==> src/rtl/rail_seq_pkg.sv <==
package rail_seq_pkg;
    typedef enum logic [1:0] {
        SEQ_IDLE   = 2'd0,
        SEQ_RAMP_A = 2'd1,
        SEQ_RAMP_B = 2'd2,
        SEQ_HOLD   = 2'd3
    } seq_state_t;

    localparam int NUM_RAILS = 4;
    localparam int NUM_RAMPS = 2;
endpackage

==> src/rtl/ss_ramp.sv <==
module ss_ramp #(
    parameter int CNT_W = 8
) (
    input  logic             clk,
    input  logic             rst_n,
    input  logic             en,
    input  logic [CNT_W-1:0] len,
    output logic             up
);
    logic [CNT_W-1:0] cnt_q;

    always_ff @(posedge clk or negedge rst_n) begin
        if (!rst_n)
            cnt_q <= '0;
        else if (!en)
            cnt_q <= '0;
        else if (cnt_q < len)
            cnt_q <= cnt_q + 1'b1;
    end

    always_comb up = en && (cnt_q >= len);

    assert_clear_R4: assert property (@(posedge clk) disable iff (!rst_n)
        !en |=> (cnt_q == '0));
    assert_up_needs_en_R4: assert property (@(posedge clk) disable iff (!rst_n)
        $rose(up) |-> en);
endmodule

==> src/rtl/seq_fsm.sv <==
module seq_fsm
    import rail_seq_pkg::*;
(
    input  logic                 clk,
    input  logic                 rst_n,
    input  logic                 por_ok,
    input  logic [NUM_RAILS-1:0] rail_pg,
    input  logic                 rail2_above_min,
    input  logic                 phase1_pulse,
    input  logic                 ramp_a_force_low,
    input  logic                 inhibit_req,
    output logic                 ramp_a_en,
    output logic                 ramp_b_en,
    output logic                 rails123_inhibit,
    output logic                 term_good,
    output logic                 pgood
);
    seq_state_t state_q, state_d;
    logic       tg_q, tg_d;
    logic       stop;

    always_comb stop = inhibit_req || ramp_a_force_low || !por_ok;

    always_comb begin
        state_d = state_q;
        if (!por_ok) begin
            state_d = SEQ_IDLE;
        end else if (inhibit_req || ramp_a_force_low) begin
            state_d = (state_q == SEQ_IDLE) ? SEQ_IDLE : SEQ_HOLD;
        end else begin
            unique case (state_q)
                SEQ_IDLE:   state_d = SEQ_RAMP_A;
                SEQ_HOLD:   state_d = SEQ_RAMP_A;
                SEQ_RAMP_A: state_d = rail_pg[1] ? SEQ_RAMP_B : SEQ_RAMP_A;
                SEQ_RAMP_B: state_d = SEQ_RAMP_B;
                default:    state_d = SEQ_IDLE;
            endcase
        end
    end

    always_ff @(posedge clk or negedge rst_n) begin
        if (!rst_n) begin
            state_q <= SEQ_IDLE;
            tg_q    <= 1'b0;
        end else begin
            state_q <= state_d;
            tg_q    <= tg_d;
        end
    end

    always_comb begin
        ramp_a_en        = ((state_q == SEQ_RAMP_A) || (state_q == SEQ_RAMP_B)) && !stop;
        ramp_b_en        = (state_q == SEQ_RAMP_B) && !stop;
        rails123_inhibit = !ramp_a_en;
        tg_d             = ramp_b_en && rail2_above_min && (tg_q || phase1_pulse);
        term_good        = tg_q && ramp_b_en && rail2_above_min;
        pgood            = ramp_b_en && (&rail_pg);
    end

    assert_b_after_rail2_R3: assert property (@(posedge clk) disable iff (!rst_n)
        $rose(ramp_b_en) |-> $past(rail_pg[1]));
    assert_a_after_por_R2: assert property (@(posedge clk) disable iff (!rst_n)
        $rose(ramp_a_en) |-> $past(por_ok));
    assert_tg_from_pulse_R5: assert property (@(posedge clk) disable iff (!rst_n)
        $rose(term_good) |-> $past(phase1_pulse));
    assert_inhibit_drops_R9: assert property (@(posedge clk) disable iff (!rst_n)
        inhibit_req |-> (!pgood && !term_good && rails123_inhibit));
endmodule

==> src/rtl/rail_seq_top.sv <==
module rail_seq_top
    import rail_seq_pkg::*;
#(
    parameter int RAMP_W = 8
) (
    input  logic                 clk,
    input  logic                 rst_n,
    input  logic                 por_ok,
    input  logic [NUM_RAILS-1:0] rail_pg,
    input  logic                 rail2_above_min,
    input  logic                 phase1_pulse,
    input  logic                 ramp_a_force_low,
    input  logic                 inhibit_req,
    input  logic [RAMP_W-1:0]    ramp_a_len,
    input  logic [RAMP_W-1:0]    ramp_b_len,
    output logic                 rail4_en,
    output logic                 ramp_a_en,
    output logic                 ramp_b_en,
    output logic                 ramp_a_up,
    output logic                 ramp_b_up,
    output logic                 rails123_inhibit,
    output logic                 term_good,
    output logic                 pgood
);
    logic              r4_q;
    logic [NUM_RAMPS-1:0] ramp_en;
    logic [NUM_RAMPS-1:0] ramp_up;
    logic [RAMP_W-1:0] ramp_len [NUM_RAMPS];

    always_ff @(posedge clk or negedge rst_n) begin
        if (!rst_n) r4_q <= 1'b0;
        else        r4_q <= 1'b1;
    end
    assign rail4_en = r4_q;

    seq_fsm u_fsm (
        .clk              (clk),
        .rst_n            (rst_n),
        .por_ok           (por_ok),
        .rail_pg          (rail_pg),
        .rail2_above_min  (rail2_above_min),
        .phase1_pulse     (phase1_pulse),
        .ramp_a_force_low (ramp_a_force_low),
        .inhibit_req      (inhibit_req),
        .ramp_a_en        (ramp_a_en),
        .ramp_b_en        (ramp_b_en),
        .rails123_inhibit (rails123_inhibit),
        .term_good        (term_good),
        .pgood            (pgood)
    );

    always_comb begin
        ramp_en[0]  = ramp_a_en;
        ramp_en[1]  = ramp_b_en;
        ramp_len[0] = ramp_a_len;
        ramp_len[1] = ramp_b_len;
    end

    for (genvar g = 0; g < NUM_RAMPS; g++) begin : g_ramp
        ss_ramp #(.CNT_W(RAMP_W)) u_ramp (
            .clk   (clk),
            .rst_n (rst_n),
            .en    (ramp_en[g]),
            .len   (ramp_len[g]),
            .up    (ramp_up[g])
        );
    end

    assign ramp_a_up = ramp_up[0];
    assign ramp_b_up = ramp_up[1];

    assert_rail4_hold_R1: assert property (@(posedge clk) disable iff (!rst_n)
        rail4_en |=> rail4_en);
    assert_b_needs_a_R3: assert property (@(posedge clk) disable iff (!rst_n)
        ramp_b_up |-> ramp_a_en);
endmodule

==> config.mk <==
export PLATFORM = sky130hd
export DESIGN_NAME = rail_seq_top
export DESIGN_NICKNAME = d
export VERILOG_FILES = /design/src/rtl/rail_seq_pkg.sv /design/src/rtl/ss_ramp.sv /design/src/rtl/seq_fsm.sv /design/src/rtl/rail_seq_top.sv
export SDC_FILE = /design/constraint.sdc
export NUM_CORES = 1
export LEC_CHECK = 0
export BUFFER_PORTS_ARGS = -buffer_cell sky130_fd_sc_hd__buf_2
export CAP_MARGIN = 5
export CORE_ASPECT_RATIO = 0.8
export CORE_MARGIN = 3
export CORE_UTILIZATION = 35
export DETAILED_ROUTE_END_ITERATION = 7
export SETUP_SLACK_MARGIN = 0.3
export SYNTH_ARGS = -nofsm -noshare
export SYNTH_HDL_FRONTEND = slang
export SYNTH_SLANG_ARGS = --single-unit
==> constraint.sdc <==
create_clock -name clk -period 1.8 [get_ports clk]
set_clock_uncertainty 0.1 [all_clocks]
set_input_delay 0.36 -clock clk [delete_from_list [all_inputs] [get_ports clk]]
set_output_delay 0.36 -clock clk [all_outputs]
set_load 0.01 [all_outputs]
== Word level (Yosys, flattened, before mapping) ==
Cells that the tools add are included.

* Flip-flop bits (word level): 20
* Bits in latches: 0
* Bits in writable memories: 0
* Bits in read-only memories: 0
* Input port bits: 27
* Output and inout bits: 8
* Logic and storage cells: 44
* Memories: 0

* Add/subtract/negate cells: 2
* $mul: 0
* Div/mod/pow operators: 0
* Order comparisons: 4
* Eq/ne operators: 5
* Shift-type cells: 0
* Mux-type cells: 9
* Bitwise logic cells: 0
* Reduce and logical (&&, ||, !) cells: 19

{| class="wikitable"
|+ Operators with widths
! kind !! number
|-
| $mux W8 || 4
|-
| $add A8 B1 Y8 const B || 2
|-
| $ge A8 B8 Y1 || 2
|-
| $lt A8 B8 Y1 || 2
|-
| $logic_and A1 B1 Y1 || 9
|-
| $mux W2 || 4
|-
| $pmux W2 S3 || 1
|-
| $eq A2 B2 Y1 const B || 2
|-
| $logic_or A1 B1 Y1 || 4
|-
| $ne A2 B2 Y1 const B || 2
|-
| $reduce_and A4 Y1 || 1
|-
| $logic_not A1 Y1 || 3
|-
| $eq A2 B1 Y1 const B || 1
|-
| $logic_not A2 Y1 || 1
|-
| $reduce_or A2 Y1 || 1
|}

== Logic depth before layout (Yosys ltp) ==
* Depth in word-level cells: 6
* Gate-level depth with buffers: 8
* Gate-level depth less buffers: 7

== By module ==
From an unflattened synthesis, not the netlist that was laid out.

* Cell total of the unflattened synthesis: 176
* Area, all modules: 1572.8 um2

{| class="wikitable"
|+ By module, submodules not included
! module !! instances !! cells each !! area each (um2) !! sequential area each (um2)
|-
| ss_ramp || 2 || 76 || 658.1 || 200.2
|-
| seq_fsm || 1 || 22 || 227.7 || 75.1
|-
| rail_seq_top || 1 || 2 || 28.8 || 25.0
|}

== Least setup slack after synthesis ==
Ideal clock, no wire load.

* Path type: flip-flop to output port
* From: reg g_ramp[1].u_ramp.cnt_q[1]
* To: out ramp_b_up
* Arrival: 1636 ps
* Data required time: 1340 ps
* Slack: -296 ps
* Stages on the path, launching flop included: 8
* Path buffers: 1
* Cell sequence: dfrtp_1 ha_1 nor2b_1 o211ai_1 a21oi_1 buf_2 nor3_1 nor2_1

* Word-level cells in the longest chain between the ends: 2

{| class="wikitable"
|+ RTL lines
! what !! line !! source
|-
| start, declared || ss_ramp.sv:10 || <nowiki>logic [CNT_W-1:0] cnt_q;</nowiki>
|-
| start signal, assigned || ss_ramp.sv:18 || <nowiki>cnt_q <= cnt_q + 1'b1;</nowiki>
|-
| $ge A8 B8 Y1 || ss_ramp.sv:21 || <nowiki>always_comb up = en && (cnt_q >= len);</nowiki>
|-
| $logic_and A1 B1 Y1 || ss_ramp.sv:21 ||
|-
| end, declared || rail_seq_top.sv:20 || <nowiki>output logic ramp_b_up,</nowiki>
|}

Every way passes these cells.

== Worst setup path in the final report ==
* From: reg g_ramp[0].u_ramp.cnt_q[1]
* To: out ramp_a_up

* Word-level cells in the longest chain between the ends: 2

{| class="wikitable"
|+ RTL lines
! what !! line !! source
|-
| start, declared || ss_ramp.sv:10 ||
|-
| start signal, assigned || ss_ramp.sv:18 ||
|-
| $ge A8 B8 Y1 || ss_ramp.sv:21 ||
|-
| $logic_and A1 B1 Y1 || ss_ramp.sv:21 ||
|-
| end, declared || rail_seq_top.sv:19 || <nowiki>output logic ramp_a_up,</nowiki>
|}

Every way passes these cells.

==> impl_metrics.json <==
{
  "run_status": "complete, but fails checks",
  "violations": "setup timing",
  "cts_tree": "built",
  "wire_per_inst_um": 13.4,
  "grt_pass1_wl_mm": 7.30,
  "utilization_pct": 63.2,
  "period_needed_ns": 2.23,
  "die_h_um": 64.3,
  "routed_wl_mm": 4.18,
  "fin_nets": 305,
  "vias_per_cell": 5.09,
  "rsz0062_at_grt": "true",
  "min_path_type": "in -> reg",
  "synth.distinct_cells": 28,
  "setup_viol": 19,
  "synth_seq_cells": 20,
  "highest_layer": "met4",
  "crit_chain": "ha_4, nor2b_1, o211ai_1, a21oi_4, nor3_2, nor2_2, buf_2",
  "slowest_stage": "dfrtp_1",
  "avgSynthCellArea_um2": 8.59,
  "drv_slew": 0,
  "endpoint_kind": "output pin",
  "hp-start": "rail2_above_min",
  "syn_nets": 221,
  "fmax_ghz": 0.449,
  "synth.top_cells.by_area": "dfrtp_1, ha_1, a21oi_1",
  "syn_area_um2": 1490,
  "start_kind": "flop",
  "rows": 20,
  "worstPathArrival_ns": 1.77,
  "wirelength_met1_mm": 1.87,
  "period_share_pct": 124,
  "dp_hpwl_mm": 2.98,
  "gp_congestion": 0.801,
  "clock_path_buffers": 2,
  "synth_flop_cell": "dfrtp_1",
  "coreArea_um2": 3930,
  "met2WireLength_mm": 2.10,
  "r2r_cells": 9,
  "p_per_area_nw_per_um2": 442,
  "ant_nets": 0,
  "worstReg2RegEnd": "g_ramp[1].u_ramp.cnt_q[6]",
  "timing.final.ws_setup_ns": -0.428,
  "numCtsBuffers": 3,
  "chipWidth_um": 78.9,
  "io_pins": 35,
  "grt_overflow": 0,
  "crit_required_ns": 1.34,
  "wl_met3_um": 163,
  "htreeDepth": 1,
  "synth_seq_area_share_pct": 33.7,
  "grt_max_degree": 21,
  "reg2reg_slack_ns": -0.35,
  "grt_usage_pct": 17.8,
  "min_path_cells": 2,
  "insertion_delay_ns": 0.26,
  "cts_sinks": 20,
  "drtPass1Iterations": 4,
  "grt_pass1_vias": 1699,
  "fillers": 330,
  "port_buffers": 34,
  "finalPower_w": 0.00110,
  "synth_cells": 173,
  "vdd_drop_max_uv": 447,
  "holdPathEnd": "u_fsm.tg_q",
  "cap_violations": 0,
  "initial_core_util_pct": 37.8,
  "worstSetupPathType": "reg -> out",
  "syn_to_final_growth_pct": 67.1,
  "synth_top_cell_area_share_pct": 33.7,
  "synth_area_leader_cell": "dfrtp_1",
  "vias": 1584,
  "final_hold_viol_count": 0,
  "synth_commonest_cells": "a21oi_1, ha_1, dfrtp_1, inv_1, nand4_1",
  "crit_path_max_incr_delay_ns": 0.41,
  "multi_input_area_um2": 1180,
  "synth_edf_count": 0,
  "drtIter0Drc": 64,
  "cts_root_buf": "clkbuf_8",
  "p_leak_nw": 1.14,
  "async_reset_ff_share_pct": 100,
  "drc": 0,
  "grt_antenna_before_repair": 0,
  "diodes": 0,
  "drive_gt1_share_pct": 53.9,
  "yosysWarnings": 0,
  "die_area_um2": 5070,
  "regArea_um2": 500,
  "r2r-start": "g_ramp[1].u_ramp.cnt_q[1]",
  "cp_max_fo": 2,
  "clk_pin_slew_ns": 0.08
}
## metal layers
metal  vias to the layer above  global-route usage [%]
met5                         -                       0
met4                         0                    4.08
met3                         6                    3.80
met2                        36                    30.5
met1                       745                    23.1
li1                        797                       -
## cells by family (layout without fill, tap and decap cells)
logic type      after synthesis  after routing  share of synthesized area, %
mux                           1              1                         0.673
other cells                   1              1                         0.252
buf+inv                      22            105                          5.72
compound gates               49             49                          19.6
simple gates                 59             59                          22.4
fa+ha+maj                    21             21                          17.7
flops                        20             20                          33.7
## metrics by stage
stage	hold WS (ns)	instance area, um2	TNS (ns)	cells	worst slack (ns)
after floorplan	-0.0356	1610	-0.492	173	-0.163
after global placement	0.246	2040	-3.15	289	-0.327
after detailed placement	0.257	2040	-4.28	289	-0.412
after CTS	0.232	2350	-4.90	309	-0.431
after global routing	0.233	2480	-6.89	311	-0.527
final	0.241	2480	-5.24	311	-0.428
## timing repair
action | in CTS | in global routing
hold endpoints to repair | 20 | 0
hold buffers | 1 | 0
resized for setup | 25 | 26
pin swaps | 13 | 9
buffers inserted | 14 | 2
endpoints found under the setup margin | 23 | 23
gates cloned | 1 | 0
## cell type report
cell class	count	share of cell area, %
clock buffer	3	1.66
multi-input combinational	131	47.6
clock inverter	1	1.21
tap	55	2.77
timing repair buffer	81	23.5
sequential	20	20.2
inverter	20	3.12
## flip-flops by register name, summed over array words and instances, names as in the netlist
name,cells
g_ramp.u_ramp.cnt_q,16
u_fsm.state_q,2
rail4_en,1
u_fsm.tg_q,1
## worst max-delay path, delay by kind of cell, from the launching register on
family | cells | cell delay, ns
AOI/OAI and AO/OA | 2 | 0.36
adders and majority gates | 1 | 0.22
buffers and inverters | 1 | 0.13
DFF | 1 | 0.41
and+or+nand+nor | 3 | 0.37
## worst max-delay path by stage
stage                                   start   endpoint  slack (ns)
CTS                 g_ramp[0].u_ramp.cnt_q[1]  ramp_a_up       -0.43
finish              g_ramp[0].u_ramp.cnt_q[1]  ramp_a_up       -0.43
global placement                ramp_b_len[1]  ramp_b_up       -0.33
global route        g_ramp[0].u_ramp.cnt_q[1]  ramp_a_up       -0.53
detailed placement              ramp_b_len[1]  ramp_b_up       -0.41
floorplan           g_ramp[1].u_ramp.cnt_q[1]  ramp_b_up       -0.16
## cells in the final DEF, fill, tap and decap left out, types with 4 or more instances in the layout
cell / instances
a21oi_1: 6
a21oi_2: 15
buf_2: 30
buf_4: 37
buf_6: 13
dfrtp_1: 20
ha_1: 13
ha_4: 8
inv_1: 15
inv_2: 4
nand2_1: 9
nand4_1: 12
nor2_2: 5
o211ai_1: 5
o21ai_0: 9
o31ai_1: 4
or3_4: 9
## power breakdown
| group | internal (W) | switching, W | leakage (nW) |
|---|---|---|---|
| clock network | 0.000297 | 0.000157 | 0.0357 |
| registers | 0.000455 | 0.00000437 | 0.276 |
| logic | 0.0000936 | 0.0000908 | 0.831 |
| total | 0.000846 | 0.000252 | 1.14 |
No activity file was read; power rests on OpenSTA's default activity.
